--- config.mk ---
export PLATFORM = sky130hd
export DESIGN_NAME = isp_host_seq
export DESIGN_NICKNAME = d
export VERILOG_FILES = /design/src/rtl/isp_host_pkg.sv /design/src/rtl/isp_delay_timer.sv /design/src/rtl/isp_frame_build.sv /design/src/rtl/isp_frame_shifter.sv /design/src/rtl/isp_host_seq.sv
export SDC_FILE = /design/constraint.sdc
export NUM_CORES = 1
export LEC_CHECK = 0
export ABC_AREA = 0
export CAP_MARGIN = 20
export CELL_PAD_IN_SITES_DETAIL_PLACEMENT = 1
export CELL_PAD_IN_SITES_GLOBAL_PLACEMENT = 1
export CORE_ASPECT_RATIO = 0.9
export CORE_MARGIN = 2
export CORE_UTILIZATION = 35
export CTS_CLUSTER_DIAMETER = 30
export DETAILED_ROUTE_END_ITERATION = 6
export PLACE_DENSITY = 0.67
export SLEW_MARGIN = 30
export SYNTH_ARGS = -nofsm -noshare
export SYNTH_HDL_FRONTEND = slang
export SYNTH_SLANG_ARGS = --single-unit
--- constraint.sdc ---
create_clock -name clk -period 3.1 [get_ports clk]
set_clock_uncertainty 0.15 [all_clocks]
set_input_delay 0.62 -clock clk [delete_from_list [all_inputs] [get_ports clk]]
set_output_delay 0.62 -clock clk [all_outputs]
set_load 0.02 [all_outputs]
--- src/rtl/isp_host_pkg.sv ---
// Package: shared opcodes, frame kinds and sequencer states for the
// serial programming host. Assumes a target that decodes four-byte frames.
package isp_host_pkg;
    localparam logic [7:0] OP_ENABLE0 = 8'hAC;
    localparam logic [7:0] OP_ENABLE1 = 8'h53;
    localparam logic [7:0] OP_LOAD_LO = 8'h40;
    localparam logic [7:0] OP_LOAD_HI = 8'h48;
    localparam logic [7:0] OP_WR_PAGE = 8'h4C;
    localparam logic [7:0] SYNC_ECHO  = 8'h53;

    typedef enum logic [1:0] {
        FR_ENABLE,
        FR_LOAD_LO,
        FR_LOAD_HI,
        FR_PAGE
    } frame_kind_e;

    typedef enum logic [4:0] {
        S_IDLE,
        S_PULSE,
        S_SETTLE,
        S_EN_SEND,
        S_EN_WAIT,
        S_FETCH,
        S_LO_CHK,
        S_LO_SEND,
        S_LO_WAIT,
        S_HI_CHK,
        S_HI_SEND,
        S_HI_WAIT,
        S_WORD_END,
        S_PG_SEND,
        S_PG_WAIT,
        S_PG_PAUSE,
        S_DONE,
        S_ERROR
    } seq_state_e;
endpackage

--- src/rtl/isp_delay_timer.sv ---
// Loadable down-counter used for every wait of the sequencer.
// Assumes load and the expiry test are never needed in the same cycle.
module isp_delay_timer #(
    parameter int TW = 20
) (
    input  logic          clk,
    input  logic          rst_n,
    input  logic          load,
    input  logic [TW-1:0] value,
    output logic          expired
);
    logic [TW-1:0] cnt_q;

    // Count down to zero after each load, then hold.
    always_ff @(posedge clk) begin
        if (!rst_n) begin
            cnt_q <= '0;
        end else if (load) begin
            cnt_q <= value;
        end else if (cnt_q != '0) begin
            cnt_q <= cnt_q - TW'(1);
        end
    end

    assign expired = (cnt_q == '0);

    // An idle timer stays at zero until reloaded (guards R9 waits).
    assert_timer_rests_R9: assert property (@(posedge clk) disable iff (!rst_n)
        (!load && cnt_q == '0) |=> (cnt_q == '0));
endmodule

--- src/rtl/isp_frame_build.sv ---
// Assembles the 32-bit frame for the requested kind from the current
// word address and data byte. Assumes ADDR_W <= 16.
module isp_frame_build
    import isp_host_pkg::*;
#(
    parameter int ADDR_W    = 10,
    parameter int PAGE_BITS = 4
) (
    input  frame_kind_e       kind,
    input  logic [ADDR_W-1:0] word_addr,
    input  logic [7:0]        data_byte,
    output logic [31:0]       frame
);
    localparam logic [15:0] OFF_MASK = 16'((32'd1 << PAGE_BITS) - 32'd1);

    logic [15:0] addr16;
    logic [15:0] page16;
    logic [15:0] off16;

    generate
        if (ADDR_W < 16) begin : g_pad
            assign addr16 = {{(16 - ADDR_W){1'b0}}, word_addr};
        end else begin : g_full
            assign addr16 = word_addr[15:0];
        end
    endgenerate

    assign page16 = addr16 & ~OFF_MASK;
    assign off16  = addr16 & OFF_MASK;

    // Select the four bytes of the frame.
    always_comb begin
        unique case (kind)
            FR_ENABLE:  frame = {OP_ENABLE0, OP_ENABLE1, 8'h00, 8'h00};
            FR_LOAD_LO: frame = {OP_LOAD_LO, 8'h00, off16[7:0], data_byte};
            FR_LOAD_HI: frame = {OP_LOAD_HI, 8'h00, off16[7:0], data_byte};
            default:    frame = {OP_WR_PAGE, page16[15:8], page16[7:0], 8'h00};
        endcase
    end
endmodule

--- src/rtl/isp_frame_shifter.sv ---
// Shifts one 32-bit frame out MSB first with SCK idle low. Data changes
// while SCK is low, and the input is sampled as SCK rises. The byte seen
// during the third byte is held in echo. Assumes go only while idle.
module isp_frame_shifter #(
    parameter int SCK_HALF = 8
) (
    input  logic        clk,
    input  logic        rst_n,
    input  logic        go,
    input  logic [31:0] frame,
    input  logic        miso,
    output logic        sck,
    output logic        mosi,
    output logic        busy,
    output logic        fr_done,
    output logic [7:0]  echo
);
    localparam int HW = (SCK_HALF > 1) ? $clog2(SCK_HALF) : 1;

    logic [HW-1:0] cnt_q;
    logic [4:0]    bit_q;
    logic [31:0]   sh_q;
    logic          sck_q;
    logic          busy_q;
    logic [7:0]    echo_q;

    // Half-period pacing, bit counting and shifting for one frame.
    always_ff @(posedge clk) begin
        if (!rst_n) begin
            cnt_q  <= '0;
            bit_q  <= '0;
            sh_q   <= '0;
            sck_q  <= 1'b0;
            busy_q <= 1'b0;
            echo_q <= '0;
        end else if (go) begin
            busy_q <= 1'b1;
            sck_q  <= 1'b0;
            cnt_q  <= HW'(SCK_HALF - 1);
            bit_q  <= '0;
            sh_q   <= frame;
        end else if (busy_q) begin
            if (cnt_q != '0) begin
                cnt_q <= cnt_q - HW'(1);
            end else if (!sck_q) begin
                sck_q <= 1'b1;
                cnt_q <= HW'(SCK_HALF - 1);
                if (bit_q[4:3] == 2'b10) begin
                    echo_q <= {echo_q[6:0], miso};
                end
            end else begin
                sck_q <= 1'b0;
                cnt_q <= HW'(SCK_HALF - 1);
                sh_q  <= {sh_q[30:0], 1'b0};
                bit_q <= bit_q + 5'd1;
                if (bit_q == 5'd31) begin
                    busy_q <= 1'b0;
                end
            end
        end
    end

    assign sck     = sck_q;
    assign mosi    = busy_q & sh_q[31];
    assign busy    = busy_q;
    assign echo    = echo_q;
    assign fr_done = busy_q && sck_q && (cnt_q == '0) && (bit_q == 5'd31);

    // SCK only toggles inside a frame.
    assert_sck_in_frame_R3: assert property (@(posedge clk) disable iff (!rst_n)
        sck_q |-> busy_q);
    // A new frame never starts over a running one, so all bytes go out.
    assert_go_when_idle_R4: assert property (@(posedge clk) disable iff (!rst_n)
        go |-> !busy_q);
endmodule

--- src/rtl/isp_host_seq.sv ---
// Top of the serial programming host. It runs the reset pulse, startup
// wait, enable with echo check and bounded retry, word loading with
// erased-byte skip, page write and write-time pause, then releases the
// target. Assumes the word source answers wd_req with a one-cycle wd_valid.
module isp_host_seq
    import isp_host_pkg::*;
#(
    parameter int SCK_HALF       = 8,
    parameter int RST_PULSE_CYC  = 32,
    parameter int STARTUP_CYC    = 320000,
    parameter int FLASH_WAIT_CYC = 72000,
    parameter int PAGE_BITS      = 4,
    parameter int ADDR_W         = 10,
    parameter int MAX_TRIES      = 4
) (
    input  logic        clk,
    input  logic        rst_n,
    input  logic        start,
    input  logic        chip_erased,
    output logic        wd_req,
    input  logic        wd_valid,
    input  logic [15:0] wd_data,
    input  logic        wd_last,
    output logic        tgt_rst,
    output logic        tgt_sck,
    output logic        tgt_mosi,
    input  logic        tgt_miso,
    output logic        busy,
    output logic        done,
    output logic        err
);
    localparam int T_A   = (STARTUP_CYC > FLASH_WAIT_CYC) ? STARTUP_CYC : FLASH_WAIT_CYC;
    localparam int TMAX  = (T_A > RST_PULSE_CYC) ? T_A : RST_PULSE_CYC;
    localparam int TW    = $clog2(TMAX + 1);
    localparam int TRY_W = $clog2(MAX_TRIES + 1);

    seq_state_e        state_q, state_d;
    logic [ADDR_W-1:0] waddr_q;
    logic [15:0]       word_q;
    logic              last_q;
    logic              erased_q;
    logic [TRY_W-1:0]  tries_q;

    logic              tmr_load;
    logic [TW-1:0]     tmr_val;
    logic              tmr_exp;
    logic              go;
    frame_kind_e       kind;
    logic [31:0]       frame;
    logic [7:0]        echo;
    logic              fr_done;
    logic              sh_busy;
    logic              skip_lo, skip_hi, page_end;

    assign skip_lo  = erased_q && (word_q[7:0] == 8'hFF);
    assign skip_hi  = erased_q && (word_q[15:8] == 8'hFF);
    assign page_end = &waddr_q[PAGE_BITS-1:0];

    isp_delay_timer #(.TW(TW)) u_timer (
        .clk     (clk),
        .rst_n   (rst_n),
        .load    (tmr_load),
        .value   (tmr_val),
        .expired (tmr_exp)
    );

    isp_frame_build #(.ADDR_W(ADDR_W), .PAGE_BITS(PAGE_BITS)) u_build (
        .kind      (kind),
        .word_addr (waddr_q),
        .data_byte ((kind == FR_LOAD_HI) ? word_q[15:8] : word_q[7:0]),
        .frame     (frame)
    );

    isp_frame_shifter #(.SCK_HALF(SCK_HALF)) u_shift (
        .clk     (clk),
        .rst_n   (rst_n),
        .go      (go),
        .frame   (frame),
        .miso    (tgt_miso),
        .sck     (tgt_sck),
        .mosi    (tgt_mosi),
        .busy    (sh_busy),
        .fr_done (fr_done),
        .echo    (echo)
    );

    // Next state, frame launch and timer loads.
    always_comb begin
        state_d  = state_q;
        tmr_load = 1'b0;
        tmr_val  = '0;
        go       = 1'b0;
        kind     = FR_ENABLE;
        unique case (state_q)
            S_IDLE, S_DONE, S_ERROR: begin
                if (start) begin
                    state_d  = S_PULSE;
                    tmr_load = 1'b1;
                    tmr_val  = TW'(RST_PULSE_CYC);
                end
            end
            S_PULSE: begin
                if (tmr_exp) begin
                    state_d  = S_SETTLE;
                    tmr_load = 1'b1;
                    tmr_val  = TW'(STARTUP_CYC);
                end
            end
            S_SETTLE:  if (tmr_exp) state_d = S_EN_SEND;
            S_EN_SEND: begin
                go      = 1'b1;
                kind    = FR_ENABLE;
                state_d = S_EN_WAIT;
            end
            S_EN_WAIT: begin
                if (fr_done) begin
                    if (echo == SYNC_ECHO) begin
                        state_d = S_FETCH;
                    end else if (tries_q == TRY_W'(MAX_TRIES - 1)) begin
                        state_d = S_ERROR;
                    end else begin
                        state_d  = S_PULSE;
                        tmr_load = 1'b1;
                        tmr_val  = TW'(RST_PULSE_CYC);
                    end
                end
            end
            S_FETCH:   if (wd_valid) state_d = S_LO_CHK;
            S_LO_CHK:  state_d = skip_lo ? S_HI_CHK : S_LO_SEND;
            S_LO_SEND: begin
                go      = 1'b1;
                kind    = FR_LOAD_LO;
                state_d = S_LO_WAIT;
            end
            S_LO_WAIT: begin
                kind = FR_LOAD_LO;
                if (fr_done) state_d = S_HI_CHK;
            end
            S_HI_CHK:  state_d = skip_hi ? S_WORD_END : S_HI_SEND;
            S_HI_SEND: begin
                go      = 1'b1;
                kind    = FR_LOAD_HI;
                state_d = S_HI_WAIT;
            end
            S_HI_WAIT: begin
                kind = FR_LOAD_HI;
                if (fr_done) state_d = S_WORD_END;
            end
            S_WORD_END: state_d = (page_end || last_q) ? S_PG_SEND : S_FETCH;
            S_PG_SEND: begin
                go      = 1'b1;
                kind    = FR_PAGE;
                state_d = S_PG_WAIT;
            end
            S_PG_WAIT: begin
                kind = FR_PAGE;
                if (fr_done) begin
                    state_d  = S_PG_PAUSE;
                    tmr_load = 1'b1;
                    tmr_val  = TW'(FLASH_WAIT_CYC);
                end
            end
            S_PG_PAUSE: if (tmr_exp) state_d = last_q ? S_DONE : S_FETCH;
            default:    state_d = S_IDLE;
        endcase
    end

    // State register.
    always_ff @(posedge clk) begin
        if (!rst_n) state_q <= S_IDLE;
        else        state_q <= state_d;
    end

    // Session context: erase flag, retry count, word address and word.
    always_ff @(posedge clk) begin
        if (!rst_n) begin
            erased_q <= 1'b0;
            tries_q  <= '0;
            waddr_q  <= '0;
            word_q   <= '0;
            last_q   <= 1'b0;
        end else begin
            if ((state_q == S_IDLE || state_q == S_DONE || state_q == S_ERROR) && start) begin
                erased_q <= chip_erased;
                tries_q  <= '0;
                waddr_q  <= '0;
            end
            if (state_q == S_EN_WAIT && fr_done && echo != SYNC_ECHO) begin
                tries_q <= tries_q + TRY_W'(1);
            end
            if (state_q == S_FETCH && wd_valid) begin
                word_q <= wd_data;
                last_q <= wd_last;
            end
            if ((state_q == S_WORD_END && !(page_end || last_q)) ||
                (state_q == S_PG_PAUSE && tmr_exp && !last_q)) begin
                waddr_q <= waddr_q + ADDR_W'(1);
            end
        end
    end

    assign wd_req  = (state_q == S_FETCH);
    assign tgt_rst = (state_q == S_PULSE) || (state_q == S_DONE);
    assign done    = (state_q == S_DONE);
    assign err     = (state_q == S_ERROR);
    assign busy    = !(state_q == S_IDLE || state_q == S_DONE || state_q == S_ERROR);

    // Target reset high implies clock low.
    assert_sck_low_in_reset_R3: assert property (@(posedge clk) disable iff (!rst_n)
        tgt_rst |-> !tgt_sck);
    // Reset line moves only while the clock is low.
    assert_rst_moves_sck_low_R3: assert property (@(posedge clk) disable iff (!rst_n)
        !$stable(tgt_rst) |-> !tgt_sck);
    // An accepted word closes the request for at least a cycle.
    assert_one_word_per_req_R7: assert property (@(posedge clk) disable iff (!rst_n)
        (wd_req && wd_valid) |=> !wd_req);
    // Error state is quiet: no clock, no request, target held.
    assert_err_quiet_R6: assert property (@(posedge clk) disable iff (!rst_n)
        err |-> (!tgt_sck && !wd_req && !tgt_rst && !sh_busy));
    // Done means the target is released and the session is over.
    assert_done_released_R11: assert property (@(posedge clk) disable iff (!rst_n)
        done |-> (tgt_rst && !busy));
endmodule

Yosys cells after proc, flatten, opt, wreduce, memory -nomap -nowiden
Cells that the tools add are included.
{"block": "op_classes", "n_addsub": 5, "n_eq_ne": 36, "muxes": 53, "n_bitwise": 5, "n_reduce_logical": 43}
{"operator": "$mux 32", "n": 4}
{"operator": "$pmux 32 s3", "n": 1}
{"operator": "$pmux 5 s16", "n": 1}
{"operator": "$pmux 19 s4", "n": 1}
{"operator": "$mux 5", "n": 12}
{"operator": "$mux 19", "n": 3}
{"operator": "$eq 5x4->1 const B", "n": 8}
{"operator": "$mux 6", "n": 4}
{"operator": "$eq 5x3->1 const B", "n": 4}
{"operator": "$mux 10", "n": 2}
{"operator": "$logic_not 19->1", "n": 1}
{"operator": "$reduce_bool 19->1", "n": 1}
{"operator": "$sub 19x1->19 const B", "n": 1}
{"operator": "$mux 3", "n": 6}
{"operator": "$ne 2x2->1 const B", "n": 9}
{"operator": "$mux 17", "n": 1}
{"operator": "$eq 8x8->1 const B", "n": 2}
{"operator": "$eq 5x5->1 const B", "n": 3}
{"operator": "$mux 1", "n": 13}
{"operator": "$logic_and 1x1->1", "n": 12}
{"operator": "$add 10x1->10 const B", "n": 1}
{"operator": "$eq 5x2->1 const B", "n": 2}
{"operator": "$reduce_bool 2->1", "n": 5}
{"operator": "$reduce_and 9->1", "n": 1}
{"operator": "other kinds (29)", "n": 44}
{"block": "word_totals", "register_bits": 105, "out_inout_bits": 7}

Longest topological paths before layout
Gate-level depths: netlist of run 1.
{"block": "logic_depth", "ltp_word": 7, "depth_mapped": 12, "mapped_depth_nobuf": 10}

Modules after synthesis
From an unflattened synthesis of run 1, not the netlist that was laid out.
{"block": "unflattened", "hier_cells": 728, "hier_area_um2": 5905.7}
{"module": "isp_host_seq", "instances": 1, "cells_each": 284, "area_per_inst_um2": 2262.2}
{"module": "isp_frame_shifter", "instances": 1, "cells_each": 263, "area_per_inst_um2": 2163.3}
{"module": "isp_delay_timer", "instances": 1, "cells_each": 137, "area_per_inst_um2": 1141.1}
{"module": "isp_frame_build", "instances": 1, "cells_each": 44, "area_per_inst_um2": 339.1}

Worst setup path before layout of run 1
OpenSTA, ideal clock, no wires.
{"block": "synth_timing", "path_type": "reg-to-output", "from": "reg state_q[4]", "to": "out tgt_rst", "arrival_time_ps": 1977, "t_required_ps": 2330, "path_slack_ps": 353, "stages_incl_launch_ff": 6, "n_path_buf": 1, "cell_sequence": "dfxtp_1 > clkbuf_1 > inv_1 > or3_1 > nor3_1 > nand2b_1"}
{"block": "synth_via", "elab_chain_cells": 2, "elab_cells_between_ends": 3, "classes_between": "eq/ne: 2; reduce/logical: 1"}
{"item": "start: declaration", "line": "isp_host_seq.sv:37", "source": "seq_state_e state_q, state_d;"}
{"item": "start signal: assignment", "line": "isp_host_seq.sv:171", "source": "else state_q <= state_d;"}
{"item": "$eq 5x5->1"}
{"item": "via done", "line": "isp_host_seq.sv:29", "source": "output logic done,"}
{"item": "$logic_or 1x1->1", "line": "isp_host_seq.sv:203", "source": "assign tgt_rst = (state_q == S_PULSE) || (state_q == S_DONE);"}
{"item": "end: declaration", "line": "isp_host_seq.sv:24", "source": "output logic tgt_rst,"}
The timed path passes the listed nets, and every way through them passes these cells.

Final worst setup path of run 1
{"block": "layout_timing", "from": "reg state_q[4]", "to": "out done"}
{"block": "layout_via", "elab_chain_cells": 1}
{"item": "$eq 5x5->1", "line": "isp_host_seq.sv:204", "source": "assign done = (state_q == S_DONE);"}
{"item": "end: declaration", "line": "isp_host_seq.sv:29"}
No other way between the ends.

==> flow_summary.toml, run 1 <==
[route]
wirelength_um = 14300
drtIter0Drc = 242
drc = 0
met1_length_um = 7220
dr.max_layer_used = "met4"
vias_per_cell = 5.47
ant_nets = 0
wl_met2_um = 6530
vias = 4727
wl_met3_um = 359
wire_per_inst_um = 16.5
drtPass1Iterations = 4

[finish]
final_cell_mix = "123 x nand2_1, 104 x dfxtp_1, 66 x a21oi_1"
drive_gt1_share_pct = 7.36
layoutNonFillerInstCount = 864
final_common_cell = "nand2_1"
fillers = 1765
insertedDiodeCount = 0
multi_input_area_mm2 = 0.00294
seq_area_mm2 = 0.00210
nets = 699
syn2layout_area_growth_pct = 14.9

[critical_path]
r2r-end = "u_shift.sh_q[10]"
max_stage_delay_ns = 0.66
end_kind = "output pin"
r2r-start = "state_q[0]"
cp-start-kind = "flop"
reg2reg_slack_ns = 0.34
worstSetupPathType = "reg2out"
critPathLaunch = "state_q[4]"
slowest_stage = "clkdlybuf4s50_1"
critical_path.cell_chain = "inv_1, or3_1, nor3_1, clkdlybuf4s50_1"
cp_max_fo = 4
required_ns = 2.33
reg2reg_depth = 9
critical_path_buf_inv_count = 2
cpLargestDelayFamily = "buffers and inverters"
arrival_ns = 2.15

[global_routing]
antenna_found_initial = 0
grt_util_all_layers_pct = 18.5
grt_max_degree = 37
grt_first_pass_wirelength_um = 24400
overflow = 0
grt_pass1_vias = 4848

[logic_synthesis]
synth_flop_cell = "dfxtp_1"
ys_async_sr_fraction_pct = 0
synth_edf_count = 0
avgSynthCellArea_um2 = 8.11
yosys_warnings = 0
synthAdderAreaFrac_pct = 3.57
synth_area_mm2 = 0.00526
synth-seq-cells = 105
synth-simple-area-share_pct = 25.1
synth_mux_area_share_pct = 3.28
syn_inst = 649
synth_compound_area_share_pct = 21.0
syn-num-nets = 687
synth-seq-area-share_pct = 39.9
yosysUniqueCellTypes = 64
synth_top_family_by_area = "simple AND/OR/NAND/NOR gates"
synth_xor_area_share_pct = 2.83

[power_and_ir_drop]
power_density_mw_per_mm2 = 797
vdd_ir_drop_max_mv = 0.422
p_leak_nw = 2.10

[clock_tree]
clk_latency_ns = 0.35
cts_tree = "done"
cts_root_buf = "clkbuf_16"
cts_buffers = 9
clk_pin_slew_ns = 0.07
postCtsHoldBufs = 0
clock-sinks = 105
htreeDepth = 3
cts_max_path_buffers = 2

[timing]
finalCritPeriodShare_pct = 94.1
tightest_slew_ns = 0.742
max_freq_ghz = 0.343
finalWorstSetupSlack_ns = 0.183
hold_viol_final = 0
rsz0062_at_grt = "no"
slew_viol_final = 0
min_period_ns = 2.92
setup_viol = 0
slew_headroom_pct = 50.5
fin_tns_setup_ns = 0

[placed_design]
place_inst = 848
gp_congestion = 0.861
dp_hpwl_um = 10100
portBuffers = 29
place_ws_ns = 0.148

[floorplanning]
initial_core_util_pct = 35.8
num_rows = 42
die_h_um = 120
fp.coreArea_mm2 = 0.0147
die_area_mm2 = 0.0160
io_pins = 30
die_x_um = 133

[flow_run]
maxCapViolations = 0

[worst_hold_path]
worstHoldPathCells = 2
hp-class = "reg2reg"
holdPathEnd = "u_shift.sh_q[18]"
hp-start = "u_shift.sh_q[17]"

[status]
status = "completed"
==> cell type report <==
cell class	count	share of cell area [%]
timing repair buffer	43	6.79
clock inverter	5	1.06
sequential	105	34.8
clock buffer	11	3.85
multi-input combinational	489	48.6
tap	198	4.10
inverter	13	0.807
==> worst register-to-register path: stages (launching register included) <==
cell	delay, ns
dfxtp_1	0.42
buf_4	0.23
xnor2_1	0.18
o21ai_0	0.12
a22oi_1	0.19
nor2_1	0.12
ha_1	0.33
a2111o_1	0.53
nor2_2	0.26
o2bb2ai_1	0.16
==> where the power goes <==
group	switching (W)	total, W	internal (W)	leakage, nW
Sequential	0.000204	0.00174	0.00154	0.851
Clock	0.000525	0.00116	0.000636	0.146
Combinational	0.00116	0.00191	0.000754	1.10
Total	0.00189	0.00482	0.00293	2.10
==> how the worst max path moves through the flow <==
stage                  endpoint  slack, ns  cells after the start
2_1_floorplan           tgt_rst       0.35                      5
3_3_place_gp    u_shift.sh_q[8]       0.39                      9
3_5_place_dp   u_shift.sh_q[11]       0.15                      9
4_1_cts                 tgt_rst       0.03                      4
5_1_grt                    done       0.09                      4
6_report                   done       0.18                      4
==> through the flow <==
| step | hold WS (ns) | power (W) | util [%] | cell area, µm² |
|---|---|---|---|---|
| floorplan | 0.282 | 0.00311 | - | 5260 |
| global placement | 0.291 | 0.00358 | 39.0 | 5740 |
| detailed placement | 0.306 | 0.00363 | 39.0 | 5740 |
| CTS | 0.317 | 0.00483 | 41.0 | 6040 |
| global route | 0.328 | 0.00515 | 41.1 | 6050 |
| finish | 0.311 | 0.00482 | 41.1 | 6050 |
==> sequential cells by signal (all words and copies together) (netlist names), 3 cells and up <==
name           count
state_q            5
tries_q            3
u_shift.bit_q      5
u_shift.cnt_q      3
u_shift.echo       8
u_shift.sh_q      32
u_timer.cnt_q     19
waddr_q           10
word_q            16
==> Yosys cell counts (all sizes together) (11+ instances only) <==
cell	n	area, µm²
nand3	32	160
a211oi	11	87.6
clkbuf	31	116
dfxtp	105	2100
nor2	30	113
buf	11	58.8
mux2i	15	150
ha	15	188
nand2	124	468
o21ai	26	130
inv	13	48.8
a21oi	66	330
==> cells by family (layout without fill, tap and decap cells) <==
group                    after synthesis  after routing
buffers and inverters                 55             72
adder cells (fa/ha/maj)               15             15
AND/OR/NAND/NOR                      268            268
multiplexers                          17             17
flip-flops                           105            105
XOR/XNOR                              17             17
AO/OA/AOI/OAI                        172            172
==> per-layer routing <==
layer | global-route usage (%) | up-vias
li1 | - | 2346
met1 | 25.4 | 2298
met2 | 30.3 | 68
met3 | 3.44 | 15
met4 | 4.26 | 0
met5 | 0 | -
==> repair_timing <==
action,in CTS,in global routing
setup endpoints to repair,0,5
resized for setup,0,4
buffers inserted,0,0
Note: power is estimated with default switching activity, not from simulation.
==> run 2, diff against run 1 <==
--- a/config.mk
+++ b/config.mk
@@ -5,16 +5,16 @@
 export SDC_FILE = /design/constraint.sdc
 export NUM_CORES = 1
 export LEC_CHECK = 0
-export ABC_AREA = 0
 export CAP_MARGIN = 20
 export CELL_PAD_IN_SITES_DETAIL_PLACEMENT = 1
-export CELL_PAD_IN_SITES_GLOBAL_PLACEMENT = 1
+export CELL_PAD_IN_SITES_GLOBAL_PLACEMENT = 2
 export CORE_ASPECT_RATIO = 0.9
 export CORE_MARGIN = 2
 export CORE_UTILIZATION = 35
 export CTS_CLUSTER_DIAMETER = 30
 export DETAILED_ROUTE_END_ITERATION = 6
-export PLACE_DENSITY = 0.67
+export PLACE_DENSITY = 0.8
+export SKIP_LAST_GASP = 1
 export SLEW_MARGIN = 30
 export SYNTH_ARGS = -nofsm -noshare
 export SYNTH_HDL_FRONTEND = slang
==> flow_summary.toml, run 2 (synthesis results as in run 1) <==
[critical_path]
cp-start-kind = "flop"
cp_max_fo = 4
reg2reg_depth = 9
critical_path.cell_chain = "inv_1, or3_1, nor3_1, clkdlybuf4s50_1"
worstSetupPathType = "reg2out"
r2r-end = "u_shift.sh_q[8]"
max_stage_delay_ns = 0.66
reg2reg_slack_ns = 0.26
required_ns = 2.33
slowest_stage = "clkdlybuf4s50_1"
r2r-start = "state_q[1]"
end_kind = "output pin"
arrival_ns = 2.09

[floorplanning]
fp.coreArea_mm2 = 0.0147
io_pins = 30
num_rows = 42
die_x_um = 133
die_area_mm2 = 0.0160
die_h_um = 120
initial_core_util_pct = 35.8

[clock_tree]
cts_tree = "done"
cts_root_buf = "clkbuf_16"
postCtsResizedCells = 0
cts_setup_buffers = 0
postCtsHoldBufs = 0
cts_max_path_buffers = 2
clk_latency_ns = 0.36
htreeDepth = 3
clk_pin_slew_ns = 0.07
cts_buffers = 9
clock-sinks = 105

[power_and_ir_drop]
power_density_mw_per_mm2 = 793
switching_power_w = 0.00187
p_int_w = 0.00293
comb_power_share_pct = 39.5
p_leak_nw = 2.10
seq_power_share_pct = 36.2
pwr-share-clk_pct = 24.3
vdd_ir_drop_max_mv = 0.463
switching_share_pct = 39.0

[timing]
whs_ns = 0.306
tightest_slew_ns = 0.791
slew_headroom_pct = 47.3
slew_viol_final = 0
finalWorstSetupSlack_ns = 0.236
rsz0062_at_grt = "yes"
hold_viol_final = 0
min_period_ns = 2.86
max_freq_ghz = 0.349
setup_viol = 0
finalCritPeriodShare_pct = 92.4

[placed_design]
place_inst = 851
portBuffers = 29
dp_hpwl_um = 10400
gp_congestion = 0.864
placed_area_mm2 = 0.00575
place_ws_ns = 0.251

[route]
drc = 0
wire_per_inst_um = 16.8
wirelength_um = 14600
vias_per_cell = 5.41
drtPass1Iterations = 4
drtIter0Drc = 269
vias = 4691
ant_nets = 0

[finish]
regMostFlops = "u_shift.sh_q"
reg.largest.list = "u_shift.sh_q: 32 flops, u_timer.cnt_q: 19 flops, word_q: 16 flops"
largest_reg_flops = 32
final_cell_mix = "123 x nand2_1, 105 x dfxtp_1, 66 x a21oi_1"
drive_gt1_share_pct = 7.62
stdcell_area_mm2 = 0.00605
nets = 702
final_common_cell = "nand2_1"
syn2layout_area_growth_pct = 15.0
insertedDiodeCount = 0
layoutNonFillerInstCount = 867

[flow_run]
maxCapViolations = 0

[worst_hold_path]
worstHoldPathCells = 2
holdPathEnd = "u_shift.sh_q[28]"
hp-start = "u_shift.sh_q[27]"
hp-class = "reg2reg"

[global_routing]
grt_util_all_layers_pct = 19.2
overflow = 0
grt_pass1_vias = 4778
grt_max_degree = 38
grt_first_pass_wirelength_um = 24900
antenna_found_initial = 0

[status]
status = "completed"
[run 2: metal layers]
layer	vias to the layer above	GRT usage (%)	routed length [µm]
li1	2355	-	-
met1	2259	27.3	7450
met2	64	29.9	6490
met3	13	4.11	506
met4	0	4.72	155
met5	-	0	0
[run 2: worst max-delay path, delay by kind of cell, from the launching register on]
kind                   cells  cell delay, ns
buffers and inverters      2            0.75
flip-flops                 1            0.34
AND/OR/NAND/NOR            2            0.65
[run 2: worst max-delay path by stage]
stage	cells past startpoint	from	end	slack, ns
2_1_floorplan	5	state_q[4]	tgt_rst	0.35
3_3_place_gp	9	state_q[1]	u_shift.sh_q[11]	0.38
3_5_place_dp	9	state_q[1]	u_shift.sh_q[8]	0.25
4_1_cts	4	state_q[1]	tgt_rst	0.04
5_1_grt	9	state_q[1]	u_shift.sh_q[8]	-0.0005
6_report	4	state_q[4]	done	0.24
[run 2: final cells by class]
class	count	area (µm²)
repair buffers	46	420
well taps	198	248
clock buffers	10	229
flip-flops and latches	105	2100
fillers	1799	8660
clock inverters	6	65.1
multi-input cells	489	2940
inverters	13	48.8
[run 2: metrics by stage]
stage / util, % / TNS, ns / total power [W]
5_1_grt: 41.1 / -0.000453 / 0.00514
6_report: 41.1 / 0 / 0.00480
2_1_floorplan: - / 0 / 0.00311
4_1_cts: 41.1 / 0 / 0.00483
3_3_place_gp: 39.1 / 0 / 0.00359
3_5_place_dp: 39.1 / 0 / 0.00365
[run 2: power by group through the flow]
stage          registers [W]  clock network, W  logic (W)
3_3_place_gp         0.00175                 0    0.00184
4_1_cts              0.00174           0.00120    0.00190
6_report             0.00174           0.00117    0.00189
2_1_floorplan        0.00170                 0    0.00141
3_5_place_dp         0.00176                 0    0.00188
5_1_grt              0.00177           0.00124    0.00213
